**src/rtl/blit2d_pkg.sv**
```systemverilog
package blit2d_pkg;
  localparam logic [3:0] RG_CTRL  = 4'd0;
  localparam logic [3:0] RG_SRC   = 4'd1;
  localparam logic [3:0] RG_DST   = 4'd2;
  localparam logic [3:0] RG_DIM   = 4'd3;
  localparam logic [3:0] RG_PITCH = 4'd4;
  localparam logic [3:0] RG_FG    = 4'd5;
  localparam logic [3:0] RG_FMT   = 4'd6;
  localparam logic [3:0] RG_SBASE = 4'd7;
  localparam logic [3:0] RG_DBASE = 4'd8;
  localparam int unsigned NUM_REGS = 9;

  localparam int unsigned CTL_GO   = 31;
  localparam int unsigned CTL_BUSY = 30;
  localparam int unsigned CTL_ERR  = 29;
  localparam int unsigned CTL_REV  = 27;
  localparam int unsigned BASE_EXT = 27;

  localparam logic [4:0] OP_COPY = 5'd0;
  localparam logic [4:0] OP_FILL = 5'd1;

  typedef enum logic [1:0] {
    WK_IDLE = 2'd0,
    WK_FILL = 2'd1,
    WK_RD   = 2'd2,
    WK_WR   = 2'd3
  } walk_st_e;
endpackage

```
**src/rtl/blit2d_regs.sv**
```systemverilog
module blit2d_regs
  import blit2d_pkg::*;
#(
  parameter int unsigned AW = 26,
  parameter int unsigned XW = 13,
  parameter int unsigned YW = 16,
  parameter int unsigned PW = 13
) (
  input  logic          clk_i,
  input  logic          rst_ni,
  input  logic          wr_i,
  input  logic [3:0]    addr_i,
  input  logic [31:0]   wdata_i,
  output logic [31:0]   rdata_o,
  input  logic          busy_i,
  output logic          launch_o,
  output logic [4:0]    op_o,
  output logic          rev_o,
  output logic [XW-1:0] sx_o,
  output logic [YW-1:0] sy_o,
  output logic [XW-1:0] dx_o,
  output logic [YW-1:0] dy_o,
  output logic [XW-1:0] w_o,
  output logic [YW-1:0] h_o,
  output logic [PW-1:0] pitch_o,
  output logic [31:0]   fg_o,
  output logic [1:0]    fmt_o,
  output logic [AW-1:0] sbase_o,
  output logic [AW-1:0] dbase_o
);
  logic [31:0] r_q [NUM_REGS];
  logic        err_q;
  logic        wr_ok, go, bad;

  assign wr_ok = wr_i && !busy_i && (addr_i < 4'(NUM_REGS));
  assign go    = wr_ok && (addr_i == RG_CTRL) && wdata_i[CTL_GO];
  // request validated against the opcode being written and the stored operands
  assign bad   = (wdata_i[20:16] > OP_FILL) || (r_q[RG_FMT][21:20] == 2'd3) ||
                 (r_q[RG_FMT][19:16] != 4'd0) || r_q[RG_SBASE][BASE_EXT] ||
                 r_q[RG_DBASE][BASE_EXT];
  assign launch_o = go && !bad;

  always_ff @(posedge clk_i or negedge rst_ni) begin
    if (!rst_ni) begin
      for (int i = 0; i < int'(NUM_REGS); i++) r_q[i] <= '0;
      err_q <= 1'b0;
    end else begin
      if (wr_ok) r_q[addr_i] <= (addr_i == RG_CTRL) ? (wdata_i & 32'h1FFF_FFFF) : wdata_i;
      if (go) err_q <= bad;
    end
  end

  always_comb begin
    rdata_o = '0;
    if (addr_i == RG_CTRL)
      rdata_o = r_q[RG_CTRL] | {1'b0, busy_i, err_q, 29'd0};
    else if (addr_i < 4'(NUM_REGS))
      rdata_o = r_q[addr_i];
  end

  assign op_o    = r_q[RG_CTRL][20:16];
  assign rev_o   = r_q[RG_CTRL][CTL_REV];
  assign sx_o    = r_q[RG_SRC][16 +: XW];
  assign sy_o    = r_q[RG_SRC][YW-1:0];
  assign dx_o    = r_q[RG_DST][16 +: XW];
  assign dy_o    = r_q[RG_DST][YW-1:0];
  assign w_o     = r_q[RG_DIM][16 +: XW];
  assign h_o     = r_q[RG_DIM][YW-1:0];
  assign pitch_o = r_q[RG_PITCH][PW-1:0];
  assign fg_o    = r_q[RG_FG];
  assign fmt_o   = r_q[RG_FMT][21:20];
  assign sbase_o = r_q[RG_SBASE][AW-1:0];
  assign dbase_o = r_q[RG_DBASE][AW-1:0];
endmodule

```
**src/rtl/blit2d_walk.sv**
```systemverilog
module blit2d_walk
  import blit2d_pkg::*;
#(
  parameter int unsigned XW = 13,
  parameter int unsigned YW = 16
) (
  input  logic          clk_i,
  input  logic          rst_ni,
  input  logic          launch_i,
  input  logic          copy_i,
  input  logic [XW-1:0] w_i,
  input  logic [YW-1:0] h_i,
  output logic [XW-1:0] col_o,
  output logic [YW-1:0] row_o,
  output logic          busy_o,
  output logic          req_o,
  output logic          we_o
);
  walk_st_e      st_q;
  logic [XW-1:0] col_q;
  logic [YW-1:0] row_q;
  logic          last_col, last_row;

  assign last_col = (col_q == w_i - 1'b1);
  assign last_row = (row_q == h_i - 1'b1);

  always_ff @(posedge clk_i or negedge rst_ni) begin
    if (!rst_ni) begin
      st_q  <= WK_IDLE;
      col_q <= '0;
      row_q <= '0;
    end else begin
      unique case (st_q)
        WK_IDLE: if (launch_i && (w_i != '0) && (h_i != '0)) begin
          st_q  <= copy_i ? WK_RD : WK_FILL;
          col_q <= '0;
          row_q <= '0;
        end
        WK_RD: st_q <= WK_WR;
        WK_FILL, WK_WR: begin
          if (st_q == WK_WR) st_q <= WK_RD;
          if (last_col) begin
            col_q <= '0;
            if (last_row) st_q <= WK_IDLE;
            else row_q <= row_q + 1'b1;
          end else begin
            col_q <= col_q + 1'b1;
          end
        end
        default: st_q <= WK_IDLE;
      endcase
    end
  end

  assign col_o  = col_q;
  assign row_o  = row_q;
  assign busy_o = (st_q != WK_IDLE);
  assign req_o  = (st_q != WK_IDLE);
  assign we_o   = (st_q == WK_FILL) || (st_q == WK_WR);
endmodule

```
**src/rtl/blit2d_addr.sv**
```systemverilog
module blit2d_addr #(
  parameter int unsigned AW = 26,
  parameter int unsigned XW = 13,
  parameter int unsigned YW = 16,
  parameter int unsigned PW = 13
) (
  input  logic [AW-1:0] base_i,
  input  logic [XW-1:0] x0_i,
  input  logic [YW-1:0] y0_i,
  input  logic [XW-1:0] col_i,
  input  logic [YW-1:0] row_i,
  input  logic          rev_i,
  input  logic [PW-1:0] pitch_i,
  input  logic [1:0]    bpp_log2_i,
  output logic [AW-1:0] addr_o
);
  logic [XW-1:0] x;
  logic [YW-1:0] y;
  logic [31:0]   lin, off;

  // reverse walk steps down from the start point
  assign x   = rev_i ? (x0_i - col_i) : (x0_i + col_i);
  assign y   = rev_i ? (y0_i - row_i) : (y0_i + row_i);

  assign lin = 32'(y) * 32'(pitch_i) + 32'(x);
  assign off = lin << bpp_log2_i;
  assign addr_o = base_i + off[AW-1:0];
endmodule

```
**src/rtl/blit2d_engine.sv**
```systemverilog
module blit2d_engine
  import blit2d_pkg::*;
#(
  parameter int unsigned AW = 26,
  parameter int unsigned XW = 13,
  parameter int unsigned YW = 16,
  parameter int unsigned PW = 13
) (
  input  logic          clk_i,
  input  logic          rst_ni,
  input  logic          reg_wr_i,
  input  logic [3:0]    reg_addr_i,
  input  logic [31:0]   reg_wdata_i,
  output logic [31:0]   reg_rdata_o,
  output logic          busy_o,
  output logic          mem_req_o,
  output logic          mem_we_o,
  output logic [AW-1:0] mem_addr_o,
  output logic [3:0]    mem_be_o,
  output logic [31:0]   mem_wdata_o,
  input  logic [31:0]   mem_rdata_i
);
  localparam int unsigned NPT = 2;  // 0 source, 1 destination

  logic          launch, rev, copy;
  logic [4:0]    op;
  logic [XW-1:0] sx, dx, w, col;
  logic [YW-1:0] sy, dy, h, row;
  logic [PW-1:0] pitch;
  logic [31:0]   fg, rd_sh, pix;
  logic [1:0]    fmt;
  logic [AW-1:0] sbase, dbase;
  logic [AW-1:0] pt_addr [NPT];

  blit2d_regs #(.AW(AW), .XW(XW), .YW(YW), .PW(PW)) u_regs (
    .clk_i, .rst_ni, .wr_i(reg_wr_i), .addr_i(reg_addr_i), .wdata_i(reg_wdata_i),
    .rdata_o(reg_rdata_o), .busy_i(busy_o), .launch_o(launch), .op_o(op), .rev_o(rev),
    .sx_o(sx), .sy_o(sy), .dx_o(dx), .dy_o(dy), .w_o(w), .h_o(h), .pitch_o(pitch),
    .fg_o(fg), .fmt_o(fmt), .sbase_o(sbase), .dbase_o(dbase)
  );

  // op is latched at the launch edge; walker samples it only in idle
  assign copy = (launch ? reg_wdata_i[20:16] : op) == OP_COPY;

  blit2d_walk #(.XW(XW), .YW(YW)) u_walk (
    .clk_i, .rst_ni, .launch_i(launch), .copy_i(copy), .w_i(w), .h_i(h),
    .col_o(col), .row_o(row), .busy_o(busy_o), .req_o(mem_req_o), .we_o(mem_we_o)
  );

  for (genvar g = 0; g < NPT; g++) begin : g_pt
    blit2d_addr #(.AW(AW), .XW(XW), .YW(YW), .PW(PW)) u_addr (
      .base_i(g == 0 ? sbase : dbase), .x0_i(g == 0 ? sx : dx), .y0_i(g == 0 ? sy : dy),
      .col_i(col), .row_i(row), .rev_i(rev), .pitch_i(pitch), .bpp_log2_i(fmt),
      .addr_o(pt_addr[g])
    );
  end

  assign mem_addr_o = mem_we_o ? pt_addr[1] : pt_addr[0];

  // source pixel taken from the lanes of the word read last cycle
  assign rd_sh = mem_rdata_i >> {pt_addr[0][1:0], 3'b000};
  assign pix   = (op == OP_COPY) ? rd_sh : fg;

  // lane steering per pixel size
  always_comb begin
    unique case (fmt)
      2'd0: begin
        mem_wdata_o = {4{pix[7:0]}};
        mem_be_o    = 4'b0001 << pt_addr[1][1:0];
      end
      2'd1: begin
        mem_wdata_o = {2{pix[15:0]}};
        mem_be_o    = 4'b0011 << {pt_addr[1][1], 1'b0};
      end
      default: begin
        mem_wdata_o = pix;
        mem_be_o    = 4'b1111;
      end
    endcase
  end
endmodule

```
**config.mk**
```make
export PLATFORM = sky130hd
export DESIGN_NAME = blit2d_engine
export DESIGN_NICKNAME = d
export VERILOG_FILES = /design/src/rtl/blit2d_pkg.sv /design/src/rtl/blit2d_regs.sv /design/src/rtl/blit2d_walk.sv /design/src/rtl/blit2d_addr.sv /design/src/rtl/blit2d_engine.sv
export SDC_FILE = /design/constraint.sdc
export NUM_CORES = 2
export LEC_CHECK = 0
export BUFFER_PORTS_ARGS = -buffer_cell sky130_fd_sc_hd__buf_2
export CAP_MARGIN = 10
export CORE_MARGIN = 4
export CORE_UTILIZATION = 54
export CTS_CLUSTER_DIAMETER = 40
export DETAILED_ROUTE_END_ITERATION = 6
export GPL_ROUTABILITY_DRIVEN = 0
export PLACE_DENSITY = 0.71
export SYNTH_ARGS = -nofsm -noshare
export SYNTH_HDL_FRONTEND = slang
export SYNTH_SLANG_ARGS = --single-unit
```
**constraint.sdc**
```tcl
create_clock -name clk_i -period 31.5 [get_ports clk_i]
set_clock_uncertainty 0.2 [all_clocks]
set_input_delay 6.3 -clock clk_i [delete_from_list [all_inputs] [get_ports clk_i]]
set_output_delay 6.3 -clock clk_i [all_outputs]
set_load 0.05 [all_outputs]
```
==> results.yml <==
status:
  outcome: "complete, no violations"
synthesis:
  ys_ff_latch: 320
  synthesis.area_um2: 37060
  async_reset_ff_share_pct: 100.0
  synth.top_cell.area_share_pct: 21.61
  synth_area_leaders: "dfrtp_1 (22%), fa_1 (18%), ha_1 (8.7%), nand2_1 (7.1%), mux2_2 (4.9%)"
  synth_nets: 4751
  syn_inst: 4094
  synth_edf_count: 0
  seq_area_frac_synth_pct: 21.61
  synth_top_area_cell: "dfrtp_1"
  ys_types: 87
  yosys_warnings: 0
  synth_ff_type: "dfrtp_1"
  syn_avg_cell_area_um2: 9.052
sta:
  rsz0062_at_grt: "false"
  tightest_slew_ps: 1111
  post-route-period-util_pct: 61.54
  clock.fmax_ghz: 0.05159
  period_minus_slack_ps: 19380
  slew_viol_final: 0
  fin_tns_setup_ps: 0
  slew_headroom_pct: 25.55
  setup_ws_ps: 12120
  hold_viol_final: 0
  setup_violations: 0
cts:
  cts_root_buf: "clkbuf_16"
  postCtsHoldBufs: 0
  insertion_delay_ps: 580
  cts_buffers: 43
  clk_pin_slew_worst_paths_ps: 60
  cts_max_level: 2
  cts_resized: 0
  cts.path.max_buffers: 3
  post_cts.repair.setup_buffers: 0
  cts_tree: "done"
  clock_sinks: 320
finish:
  num_antenna_cells: 0
  final_cell_mix: "nand2_1 (701), inv_1 (351), fa_1 (328)"
  fin_nets: 4748
  fillers: 5890
  area_growth_pct: 7.573
  final_common_cell: "nand2_1"
  final_area_um2: 39870
  final_layout_size_suffix_gt1_share_pct: 14.04
setup_path:
  path_common_cell: "fa_1"
  cp-start-kind: "flop"
  crit_slowest_cell: "a211oi_1"
  end_kind: "primary output"
  arrival_ps: 12880
  rrSetupSlack_ps: 26710
  crit_required_ps: 25000
  path_max_fanout: 11
  slowest_delay_ps: 580
  crit_type: "reg -> out"
  regToRegStartpoint: "u_regs.w_o[3]$_DFFE_PN0P_"
  r2r_cells: 13
  r2r_end: "u_walk.row_o[15]$_DFFE_PN0P_"
hold_path:
  hold-path-endpoint: "u_regs.r_q[222]$_DFFE_PN0P_"
  whs_path_depth: 2
  holdCritPathClass: "reg -> reg"
  hold_start: "u_regs.r_q[222]$_DFFE_PN0P_"
grt:
  grt_pass1_wl_um: 184100
  grt_max_degree: 121
  antenna_found_initial: 5
  grt.overflow.total: 0
  grt_usage_pct: 32.57
  grt_pass1_vias: 30390
floorplan:
  dieArea_um2: 72880
  initial_core_util_pct: 54.79
  dieWidth_um: 270.0
  rows: 95
  num_io_pins: 168
  core_area_um2: 67630
  die_y_um: 270.0
routing:
  drt_wl_total_um: 120300
  drt_iter0_drc: 3175
  viasPerCell: 6.198
  avgRoutedWirePerCell_um: 24.07
  drtAntennaViolNets: 0
  remaining_drc_errors: 0
  dr_total_vias: 30960
  dr_wl_met2_um: 53210
  top_layer_used: "met5"
  drtPass1Iterations: 6
  drt-met1-wl_um: 47460
  wl_met3_um: 13090
run:
  max_cap_violations: 0
placement:
  place_area_um2: 38400
  place_ws_ps: 12460
  hpwl_um: 90430
  numPortBuffers: 167
[worst max path at each step]
stage               slack [ps]             end  cells past startpoint                        start
finish                   12120  mem_addr_o[25]                     44  u_walk.row_o[0]$_DFFE_PN0P_
detailed placement       12460  mem_addr_o[25]                     43  u_walk.row_o[0]$_DFFE_PN0P_
global route             11320  mem_addr_o[25]                     44  u_walk.row_o[0]$_DFFE_PN0P_
global placement         12820  mem_addr_o[25]                     43  u_walk.row_o[0]$_DFFE_PN0P_
CTS                      11790  mem_addr_o[25]                     43  u_walk.row_o[0]$_DFFE_PN0P_
floorplan                14060  mem_addr_o[23]                     40     u_regs.rev_o$_DFFE_PN0P_
[cell type report]
| cell class | count | area [um^2] | area share [%] |
|---|---|---|---|
| Clock buffer | 50 | 1132 | 2.840 |
| Clock inverter | 27 | 324.1 | 0.8129 |
| Multi-Input combinational cell | 3144 | 26660 | 66.88 |
| Tap cell | 873 | 1092 | 2.740 |
| Timing Repair Buffer | 229 | 1316 | 3.302 |
| Sequential cell | 320 | 8014 | 20.10 |
| Inverter | 353 | 1325 | 3.324 |
[logic make-up (layout without fill, tap and decap cells)]
| kind of cell | count (synthesis) | count (layout) | share of synthesized area [%] |
|---|---|---|---|
| adder cells (fa/ha/maj) | 591 | 591 | 26.56 |
| buffers and inverters | 630 | 659 | 6.671 |
| XOR/XNOR | 227 | 227 | 5.463 |
| AO/OA/AOI/OAI | 609 | 609 | 10.25 |
| AND/OR/NAND/NOR | 1367 | 1367 | 17.29 |
| multiplexers | 350 | 350 | 12.15 |
| flip-flops | 320 | 320 | 21.61 |
[sequential cells by signal, summed over array words and instances, names as in the netlist, 5 cells and up, named ones only]
register        cells
u_regs.w_o         13
u_regs.sy_o        16
u_regs.sx_o        13
u_regs.dx_o        13
u_regs.r_q         96
u_regs.dbase_o     26
u_regs.fg_o        32
u_regs.dy_o        16
u_regs.sbase_o     26
u_regs.h_o         16
u_walk.row_o       16
u_regs.op_o         5
u_regs.pitch_o     13
u_walk.col_o       13
[critical path: cells and delay by family, from the launching register on]
family	cells	cell delay (ps)
compound gates	17	4370
xor+xnor	3	640
fa+ha+maj	11	4650
buf+inv	7	1010
flops	1	510
mux	1	210
simple gates	5	910
[per-stage QoR]
| step | util (%) | hold slack, ps | instances |
|---|---|---|---|
| floorplan | - | 241.1 | 4094 |
| global placement | 56.78 | 254.4 | 4918 |
| detailed placement | 56.78 | 258.2 | 4918 |
| CTS | 58.93 | 278.2 | 4995 |
| global route | 58.94 | 290.0 | 4996 |
| finish | 58.94 | 281.5 | 4996 |
[cell usage after synthesis (33+ instances only)]
library cell,number
mux2_2,160
xor2_1,62
o21ai_0,158
nor2_1,163
a21o_1,42
fa_1,328
and2_1,204
inv_1,352
nand2b_1,36
a31oi_1,35
o22ai_1,37
dfrtp_1,320
nor2b_1,48
clkbuf_1,210
nor3_1,42
xnor2_1,161
and3_1,33
a21oi_1,173
ha_1,258
mux2i_1,126
mux4_2,64
nand2_1,701
nand3_1,43
[per-layer routing]
metal	global-route usage, %	up-vias
met1	44.65	15240
met2	49.98	1742
met4	14.98	2
met3	6.814	335
met5	0	-
li1	-	13640
Power is left out: the tool's default activity adds up to more than one toggle a clock period on the data nets, which glitch-free logic cannot reach.
